### config.mk
export PLATFORM = sky130hd
export DESIGN_NAME = adc_conv_ctrl
export DESIGN_NICKNAME = d
export VERILOG_FILES = /design/src/rtl/adc_conv_pkg.sv /design/src/rtl/adc_prescaler.sv /design/src/rtl/adc_trig_detect.sv /design/src/rtl/adc_sar_core.sv /design/src/rtl/adc_conv_ctrl.sv
export SDC_FILE = /design/constraint.sdc
export NUM_CORES = 1
export LEC_CHECK = 0
export BUFFER_PORTS_ARGS = -buffer_cell sky130_fd_sc_hd__buf_2
export CAP_MARGIN = 20
export CORE_UTILIZATION = 61
export CTS_CLUSTER_SIZE = 20
export DETAILED_ROUTE_END_ITERATION = 8
export PLACE_DENSITY = 0.84
export SLEW_MARGIN = 10
export SYNTH_ARGS = -nofsm -noshare
export SYNTH_HDL_FRONTEND = slang
export SYNTH_SLANG_ARGS = --single-unit
### constraint.sdc
create_clock -name clk -period 5.59 [get_ports clk]
set_input_delay 0.8385 -clock clk [delete_from_list [all_inputs] [get_ports clk]]
set_output_delay 0.8385 -clock clk [all_outputs]
set_load 0.02 [all_outputs]
### src/rtl/adc_conv_pkg.sv
package adc_conv_pkg;

  typedef enum logic [1:0] {
    PH_IDLE   = 2'd0,
    PH_SAMPLE = 2'd1,
    PH_DECIDE = 2'd2
  } conv_phase_e;

  // log2 of the division ratio: codes 0 and 1 give 1, others give the code,
  // clamped to the counter width.
  function automatic int unsigned div_shift(input int unsigned sel,
                                            input int unsigned cnt_w);
    int unsigned s;
    s = (sel < 2) ? 1 : sel;
    if (s > cnt_w) s = cnt_w;
    return s;
  endfunction

endpackage

### src/rtl/adc_prescaler.sv
module adc_prescaler #(
  parameter int PRE_W  = 7,
  parameter int PSEL_W = 3
) (
  input  logic              clk,
  input  logic              rst,
  input  logic              en,
  input  logic [PSEL_W-1:0] sel,
  output logic              tick
);
  import adc_conv_pkg::*;

  logic [PRE_W-1:0] cnt;
  logic [PRE_W-1:0] mask;

  always_comb begin
    mask = '0;
    for (int i = 0; i < PRE_W; i++) begin
      if (i < int'(div_shift(int'(sel), PRE_W))) mask[i] = 1'b1;
    end
  end

  always_ff @(posedge clk) begin
    if (rst || !en) begin
      cnt  <= '0;
      tick <= 1'b0;
    end else begin
      cnt  <= cnt + 1'b1;
      tick <= ((cnt & mask) == mask);
    end
  end
endmodule

### src/rtl/adc_trig_detect.sv
module adc_trig_detect #(
  parameter int TSEL_W = 3,
  localparam int NSRC  = (1 << TSEL_W) - 1
) (
  input  logic              clk,
  input  logic              rst,
  input  logic [TSEL_W-1:0] sel,
  input  logic [NSRC-1:0]   src,
  input  logic              self_evt,
  output logic              edge_q
);
  logic [NSRC:0] all_src;
  logic          cur;
  logic          prev;

  assign all_src = {src, self_evt};
  assign cur     = all_src[sel];

  always_ff @(posedge clk) begin
    if (rst) begin
      prev   <= 1'b0;
      edge_q <= 1'b0;
    end else begin
      prev   <= cur;
      edge_q <= cur & ~prev;
    end
  end
endmodule

### src/rtl/adc_sar_core.sv
module adc_sar_core #(
  parameter int RES_W        = 10,
  parameter int SAMPLE_TICKS = 3,
  localparam int STEPS       = SAMPLE_TICKS + RES_W,
  localparam int STEP_W      = $clog2(STEPS + 1)
) (
  input  logic             clk,
  input  logic             rst,
  input  logic             en,
  input  logic             tick,
  input  logic             start,
  input  logic             cmp_in,
  output logic             busy,
  output logic             sample,
  output logic [RES_W-1:0] dac_code,
  output logic [RES_W-1:0] result,
  output logic             done_evt
);
  import adc_conv_pkg::*;

  localparam logic [STEP_W-1:0] LAST_SAMPLE = STEP_W'(SAMPLE_TICKS - 1);
  localparam logic [STEP_W-1:0] LAST_STEP   = STEP_W'(STEPS - 1);
  localparam logic [RES_W-1:0]  MSB_ONE     = {1'b1, {(RES_W-1){1'b0}}};

  conv_phase_e      phase;
  logic [STEP_W-1:0] step;
  logic [RES_W-1:0]  trial;
  logic [RES_W-1:0]  next_trial;
  logic              finish;
  int                pos;

  // Bit under test for the current decision step, and the code that follows it.
  always_comb begin
    pos        = RES_W - 1 - (int'(step) - SAMPLE_TICKS);
    next_trial = trial;
    for (int i = 0; i < RES_W; i++) begin
      if (i == pos && !cmp_in) next_trial[i] = 1'b0;
      if (i == pos - 1)        next_trial[i] = 1'b1;
    end
  end

  assign finish = (phase == PH_DECIDE) && tick && (step == LAST_STEP);

  always_ff @(posedge clk) begin
    if (rst || !en) begin
      phase    <= PH_IDLE;
      step     <= '0;
      trial    <= '0;
      done_evt <= 1'b0;
    end else begin
      done_evt <= 1'b0;
      case (phase)
        PH_IDLE: begin
          if (start) begin
            phase <= PH_SAMPLE;
            step  <= '0;
            trial <= MSB_ONE;
          end
        end
        PH_SAMPLE: begin
          if (tick) begin
            if (step == LAST_SAMPLE) phase <= PH_DECIDE;
            step <= step + 1'b1;
          end
        end
        PH_DECIDE: begin
          if (tick) begin
            trial <= next_trial;
            if (step == LAST_STEP) begin
              phase    <= PH_IDLE;
              step     <= '0;
              done_evt <= 1'b1;
            end else begin
              step <= step + 1'b1;
            end
          end
        end
        default: phase <= PH_IDLE;
      endcase
    end
  end

  always_ff @(posedge clk) begin
    if (rst)                result <= '0;
    else if (en && finish)  result <= next_trial;
  end

  assign busy     = (phase != PH_IDLE);
  assign sample   = (phase == PH_SAMPLE);
  assign dac_code = trial;
endmodule

### src/rtl/adc_conv_ctrl.sv
module adc_conv_ctrl #(
  parameter int RES_W        = 10,
  parameter int PRE_W        = 7,
  parameter int TSEL_W       = 3,
  parameter int PSEL_W       = 3,
  parameter int SAMPLE_TICKS = 3,
  localparam int NSRC        = (1 << TSEL_W) - 1
) (
  input  logic              clk,
  input  logic              rst,
  input  logic              enable,
  input  logic              start_wr,
  input  logic              auto_en,
  input  logic [TSEL_W-1:0] trig_sel,
  input  logic [PSEL_W-1:0] div_sel,
  input  logic              flag_clr,
  input  logic [NSRC-1:0]   trig_src,
  input  logic              cmp_in,
  output logic              busy,
  output logic              sample,
  output logic [RES_W-1:0]  dac_code,
  output logic [RES_W-1:0]  result,
  output logic              done_flag
);
  logic tick;
  logic trig_edge;
  logic done_evt;
  logic start_req;

  adc_prescaler #(.PRE_W(PRE_W), .PSEL_W(PSEL_W)) u_pre (
    .clk  (clk),
    .rst  (rst),
    .en   (enable),
    .sel  (div_sel),
    .tick (tick)
  );

  adc_trig_detect #(.TSEL_W(TSEL_W)) u_trig (
    .clk      (clk),
    .rst      (rst),
    .sel      (trig_sel),
    .src      (trig_src),
    .self_evt (done_evt),
    .edge_q   (trig_edge)
  );

  assign start_req = enable && (start_wr || (auto_en && trig_edge));

  adc_sar_core #(.RES_W(RES_W), .SAMPLE_TICKS(SAMPLE_TICKS)) u_core (
    .clk      (clk),
    .rst      (rst),
    .en       (enable),
    .tick     (tick),
    .start    (start_req),
    .cmp_in   (cmp_in),
    .busy     (busy),
    .sample   (sample),
    .dac_code (dac_code),
    .result   (result),
    .done_evt (done_evt)
  );

  always_ff @(posedge clk) begin
    if (rst)           done_flag <= 1'b0;
    else if (done_evt) done_flag <= 1'b1;
    else if (flag_clr) done_flag <= 1'b0;
  end
endmodule

==> results.cfg, run 1 <==
[status]
status = finished, final reports clean

[die]
initial_core_util_pct = 63.9
core-area_um2 = 4030
die_x_um = 67.0
pin_count = 43
die_h_um = 67.0
fp.dieArea_um2 = 4490
rows = 23

[power]
powerDensity_nw_per_um2 = 179
finalPower_mw = 0.510
leakage_nw = 1.17
worst_ir_drop_vdd_mv = 0.194

[timing]
hold_violations = 0
fin_crit_sh_pct = 72.4
fmax_mhz = 247
max_slew.worst_pin.slew_ps = 818
tns_ps = 0
slew_headroom_pct = 45.1
period_needed_ps = 4050
rsz0062_at_grt = false
clock_skew_ps = 6.18
maxSlewViolCount = 0
hold_slack_ps = 401
setup_viol = 0

[run]
max_cap_violations = 0

[clocking]
cts-resized-gates = 0
cts-root-buf = clkbuf_8
numCtsBuffers = 5
cts_setup_buffers = 0
clock_latency_ps = 300
ctsHoldBuffers = 0
tritoncts = done
clk_pin_slew_ps = 80
clockBufferDepth = 2
cts_sinks = 38
cts_max_level = 2

[synthesis]
async_reset_ff_share_pct = 0
avgSynthCellArea_um2 = 8.50
synth_top_area_share_pct = 29.5
yosysWarnings = 0
postSynthCellCount = 303
synthFlopType = dfxtp_1
synth.ff_latch_count = 38
synthesis.area_um2 = 2580
synth_nets = 343
ys_seq_area_share_pct = 29.5
yosys.area.top_type = dfxtp_1
synth_common_cells = 38 x dfxtp_1, 28 x nor2_1, 22 x o21ai_0
synth_cell_types = 54
synth_edf_count = 0
yosysMostFrequentCell = dfxtp_1
synth.area.top_cells = dfxtp_1 30%, ha_1 9.7%, o21ai_0 4.3%

[cells_and_area]
syn2layout_area_growth_pct = 10.5
fin_util_pct = 70.7
multiInputGateArea_um2 = 1690
diodes = 0
fin_nets = 376
seq_area_um2 = 761
nFillCells = 321
drive_gt1_share_pct = 20.5

[worst_setup_path]
crit_fanout = 17
arrival_ps = 4240
crit_required_ps = 5790
end_kind = flip-flop
worst-setup-path-type = flip-flop to flip-flop
cp-start-kind = flip-flop

[global_route]
grt_max_degree = 18
grt_pass1_wl_um = 9050
antenna_found_initial = 0
grt.overflow.total = 0
grt.total_usage_pct = 26.7
grt_pass1_vias = 1997

[place]
hpwl_um = 4240
place_congestion = 0.881
io_buffers = 42

[drt]
wl_met1_um = 2610
wl_um = 5770
first_iter_violations = 189
drt_first_pass_iters = 5
drc = 0
highest_layer = met4
num_vias = 2358
wl_met3_um = 331
viasPerCell = 6.09
wl_per_cell_um = 14.9
wl_met2_um = 2710
antenna_left = 0

[worst_hold_path]
hp-class = flip-flop to flip-flop
==> registers in the layout, summed over array words and instances (netlist names) <==
signal	count
u_pre.tick	1
u_core.step	4
u_core.dac_code	10
u_trig.prev	1
u_core.phase	2
u_trig.edge_q	1
u_core.done_evt	1
u_pre.cnt	7
u_core.result	10
done_flag	1
==> cell usage in the layout, fill, tap and decap left out, drive strengths merged, types with 2 or more instances in the layout <==
cell     synthesis  routed
o21bai           7       7
or2b             2       2
and2             2       2
a22oi            2       2
and3             4       4
nor2b            6       6
inv              8       8
or3              3       3
nand3b           2       2
nand2b          11      11
o211ai           4       4
o2111ai          4       4
buf              7      42
o2bb2a           3       3
nor3             6       6
clkbuf           9       6
nand2           21      21
o22ai            2       2
nor4             2       2
xor2             7       7
xnor2            6       6
o21ai           23      23
a21oi           17      17
nor3b            3       3
a21o             5       5
mux4             2       2
a31oi           10      10
dfxtp           38      38
nor2            28      28
ha              20      20
o2bb2ai          3       3
nand3            7       7
and4             3       3
nand4           17      17
o31a             2       2
==> where the power goes <==
group	switching (mW)	total (mW)	leakage, nW	internal (mW)
logic	0.0200	0.0359	0.813	0.0159
clock network	0.0998	0.199	0.0472	0.0991
registers	0.00208	0.275	0.307	0.273
total	0.122	0.510	1.17	0.388
==> critical path, stage by stage, from the launching register on <==
cell       delay [ps]
dfxtp_1           630
ha_1              610
xor2_1            290
ha_1              350
o21ai_0           140
ha_1              210
or3_4             400
nor4b_1           320
o2111ai_2         340
o21ai_0           360
o2bb2ai_1         110
a21o_1            170
==> metrics by stage <==
| step | setup slack (ps) | cells | instance area [µm²] |
|---|---|---|---|
| 2_1_floorplan | 2230 | 303 | 2580 |
| 3_3_place_gp | 1800 | 379 | 2750 |
| 3_5_place_dp | 1620 | 379 | 2750 |
| 4_1_cts | 1600 | 387 | 2850 |
| 5_1_grt | 1160 | 387 | 2850 |
| 6_report | 1540 | 387 | 2850 |
==> path summary, 6_finish.rpt <==
check	start	end	slack [ps]	cells past startpoint
max	u_core.step[0]	u_core.dac_code[5]	1540	11
max reg2reg	u_core.step[0]	u_core.dac_code[5]	1540	11
min reg2reg	u_trig.prev	u_trig.edge_q	400	1
min	u_trig.prev	u_trig.edge_q	400	1
==> final cells by class <==
type                       count  share of cell area [%]
clock buffer                   6                    2.90
clock inverter                 2                   0.439
inverter                       8                    1.05
multi-input combinational    241                    59.3
sequential                    38                    26.7
tap                           50                    2.20
timing repair buffer          42                    7.38
==> cell families (layout without fill, tap and decap cells) <==
logic type	after synthesis	in the layout	synth area share [%]
simple gates	119	119	25.1
fa+ha+maj	20	20	9.71
xor+xnor	13	13	6.02
buf+inv	24	58	4.91
compound gates	85	85	22.1
mux	4	4	2.57
flops	38	38	29.5
==> routing by layer <==
layer	global-route usage [%]	vias up
li1	-	1177
met1	33.9	1075
met2	41.2	92
met3	7.36	14
met4	13.0	0
met5	0	-
Note: power is estimated with default switching activity, not from simulation.
==> inputs of run 2 (changes only) <==
- CORE_UTILIZATION: 61 -> 51
- PLACE_DENSITY: 0.84 -> 0.75
- clock period: 5.59 -> 3.36 ns (I/O delays scaled with it)
==> run 2 against run 1 <==
Compared with the run above: critical endpoint is now u_core.dac_code[4]; largest power group unchanged; largest cell class unchanged; global-route usage fell by 2.8 points; critical path depth rose by 1; clock-buffer cell count did not move.
==> results.cfg, run 2 (synthesis gave the netlist of run 1 again) <==
[worst_setup_path]
arrival_ps = 3360
r2r_setup_slack_ps = 250
cpPeakStageDelay_ps = 410
critPathCapture = u_core.dac_code[4]
critPathTopFamily = simple AND/OR/NAND/NOR gates
worstPathCellList = inv_1 -> ha_1 -> inv_1 -> ha_2 -> o21ai_0 -> ha_1 -> or3_4 -> nand2b_1 -> nor4_2 -> and3_2 -> and4_4 -> a22o_1
cp_num_cells = 12
rr_worst_depth = 12
worst_path_max_delay_cell = or3_4
rr_startpoint = u_core.step[1]
crit_required_ps = 3610
end_kind = flip-flop
crit_path_start = u_core.step[1]
crit_fanout = 7
cp-start-kind = flip-flop
path_buf_inv = 2
worst-setup-path-type = flip-flop to flip-flop
r2r-end = u_core.dac_code[4]

[drt]
wl_um = 5900
num_vias = 2376
wl_per_cell_um = 14.0
viasPerCell = 5.66
drt_first_pass_iters = 4
antenna_left = 0
drc = 0
first_iter_violations = 176

[place]
hpwl_um = 4550
post-place-ws_ps = 75.5
dpl_cell_area_um2 = 2880
io_buffers = 42
place_congestion = 0.880

[die]
initial_core_util_pct = 53.8
die_h_um = 73.1
rows = 25
fp.dieArea_um2 = 5340
core-area_um2 = 4790
pin_count = 43
die_x_um = 73.1

[worst_hold_path]
hold_depth = 2
hp-class = input port to flip-flop

[timing]
period_needed_ps = 3110
fin_crit_sh_pct = 92.5
rsz0062_at_grt = false
clock_skew_ps = 10.3
hold_violations = 0
max_slew.worst_pin.slew_ps = 586
setup_slack_ps = 253
slew_headroom_pct = 60.9
tns_ps = 0
setup_viol = 0
fmax_mhz = 322
maxSlewViolCount = 0

[global_route]
grt.total_usage_pct = 24.0
grt_max_degree = 17
antenna_found_initial = 0
grt_pass1_vias = 2146
grt.overflow.total = 0
grt_pass1_wl_um = 9890

[cells_and_area]
final_common_cell = buf_2
diodes = 0
fin_nets = 392
drive_gt1_share_pct = 25.8
layout_common_cells = 42 x buf_2, 37 x dfxtp_1, 28 x nor2_1
syn2layout_area_growth_pct = 16.9
stdcell_area_um2 = 3010

[power]
p_comb_share_pct = 7.0
p_sw_share_pct = 24.1
powerDensity_nw_per_um2 = 283
p_switching_mw = 0.206
leakage_nw = 1.25
p_int_mw = 0.646
seqPwrFrac_pct = 53.8
worst_ir_drop_vdd_mv = 0.224
finalPower_mw = 0.852
clockPowerShare_pct = 39.3

[clocking]
cts-root-buf = clkbuf_8
clock_latency_ps = 300
clk_pin_slew_ps = 80
clockBufferDepth = 2
ctsHoldBuffers = 0
tritoncts = done
numCtsBuffers = 5
cts_sinks = 38
cts_max_level = 2

[status]
status = finished, final reports clean

[run]
max_cap_violations = 0
run 2: power groups by stage:
stage          sequential [mW]  clock (mW)  combinational, mW
2_1_floorplan            0.468           0             0.0373
3_3_place_gp             0.468           0             0.0581
3_5_place_dp             0.469           0             0.0592
4_1_cts                  0.458       0.339             0.0594
5_1_grt                  0.459       0.354             0.0669
6_report                 0.458       0.334             0.0594
run 2: per-layer routing:
metal  track usage [%]  share of wire (%)
met4              8.06                1.5
met2              39.4                 49
met5                 0                  0
met3              4.56                4.1
met1              31.4                 45
run 2: timing repair:
action                                  4_1_cts  5_1_grt
resized for setup                             0        8
buffers inserted                              0        2
endpoints found under the setup margin        0       16
run 2: area by class of cell:
class / instances / area (µm²)
clock inverters: 2 / 12.5
repair buffers: 58 / 330
clock buffers: 6 / 82.6
flip-flops and latches: 38 / 762
fillers: 428 / 1770
inverters: 8 / 30.0
well taps: 67 / 83.8
multi-input cells: 241 / 1710
run 2: worst min path at each step:
stage	from	endpoint	slack [ps]
after floorplan	u_trig.prev	u_trig.edge_q	370
after global placement	u_trig.prev	u_trig.edge_q	370
after detailed placement	u_trig.prev	u_trig.edge_q	390
after CTS	u_trig.prev	u_trig.edge_q	390
after global routing	div_sel[2]	u_pre.tick	400
final	div_sel[2]	u_pre.tick	400
run 2: metrics by stage:
stage	util, %	std cells	hold WS (ps)
6_report	63.0	420	400
5_1_grt	63.0	420	399
4_1_cts	62.1	418	395
3_5_place_dp	60.2	410	387
3_3_place_gp	60.2	410	369
2_1_floorplan	-	303	367
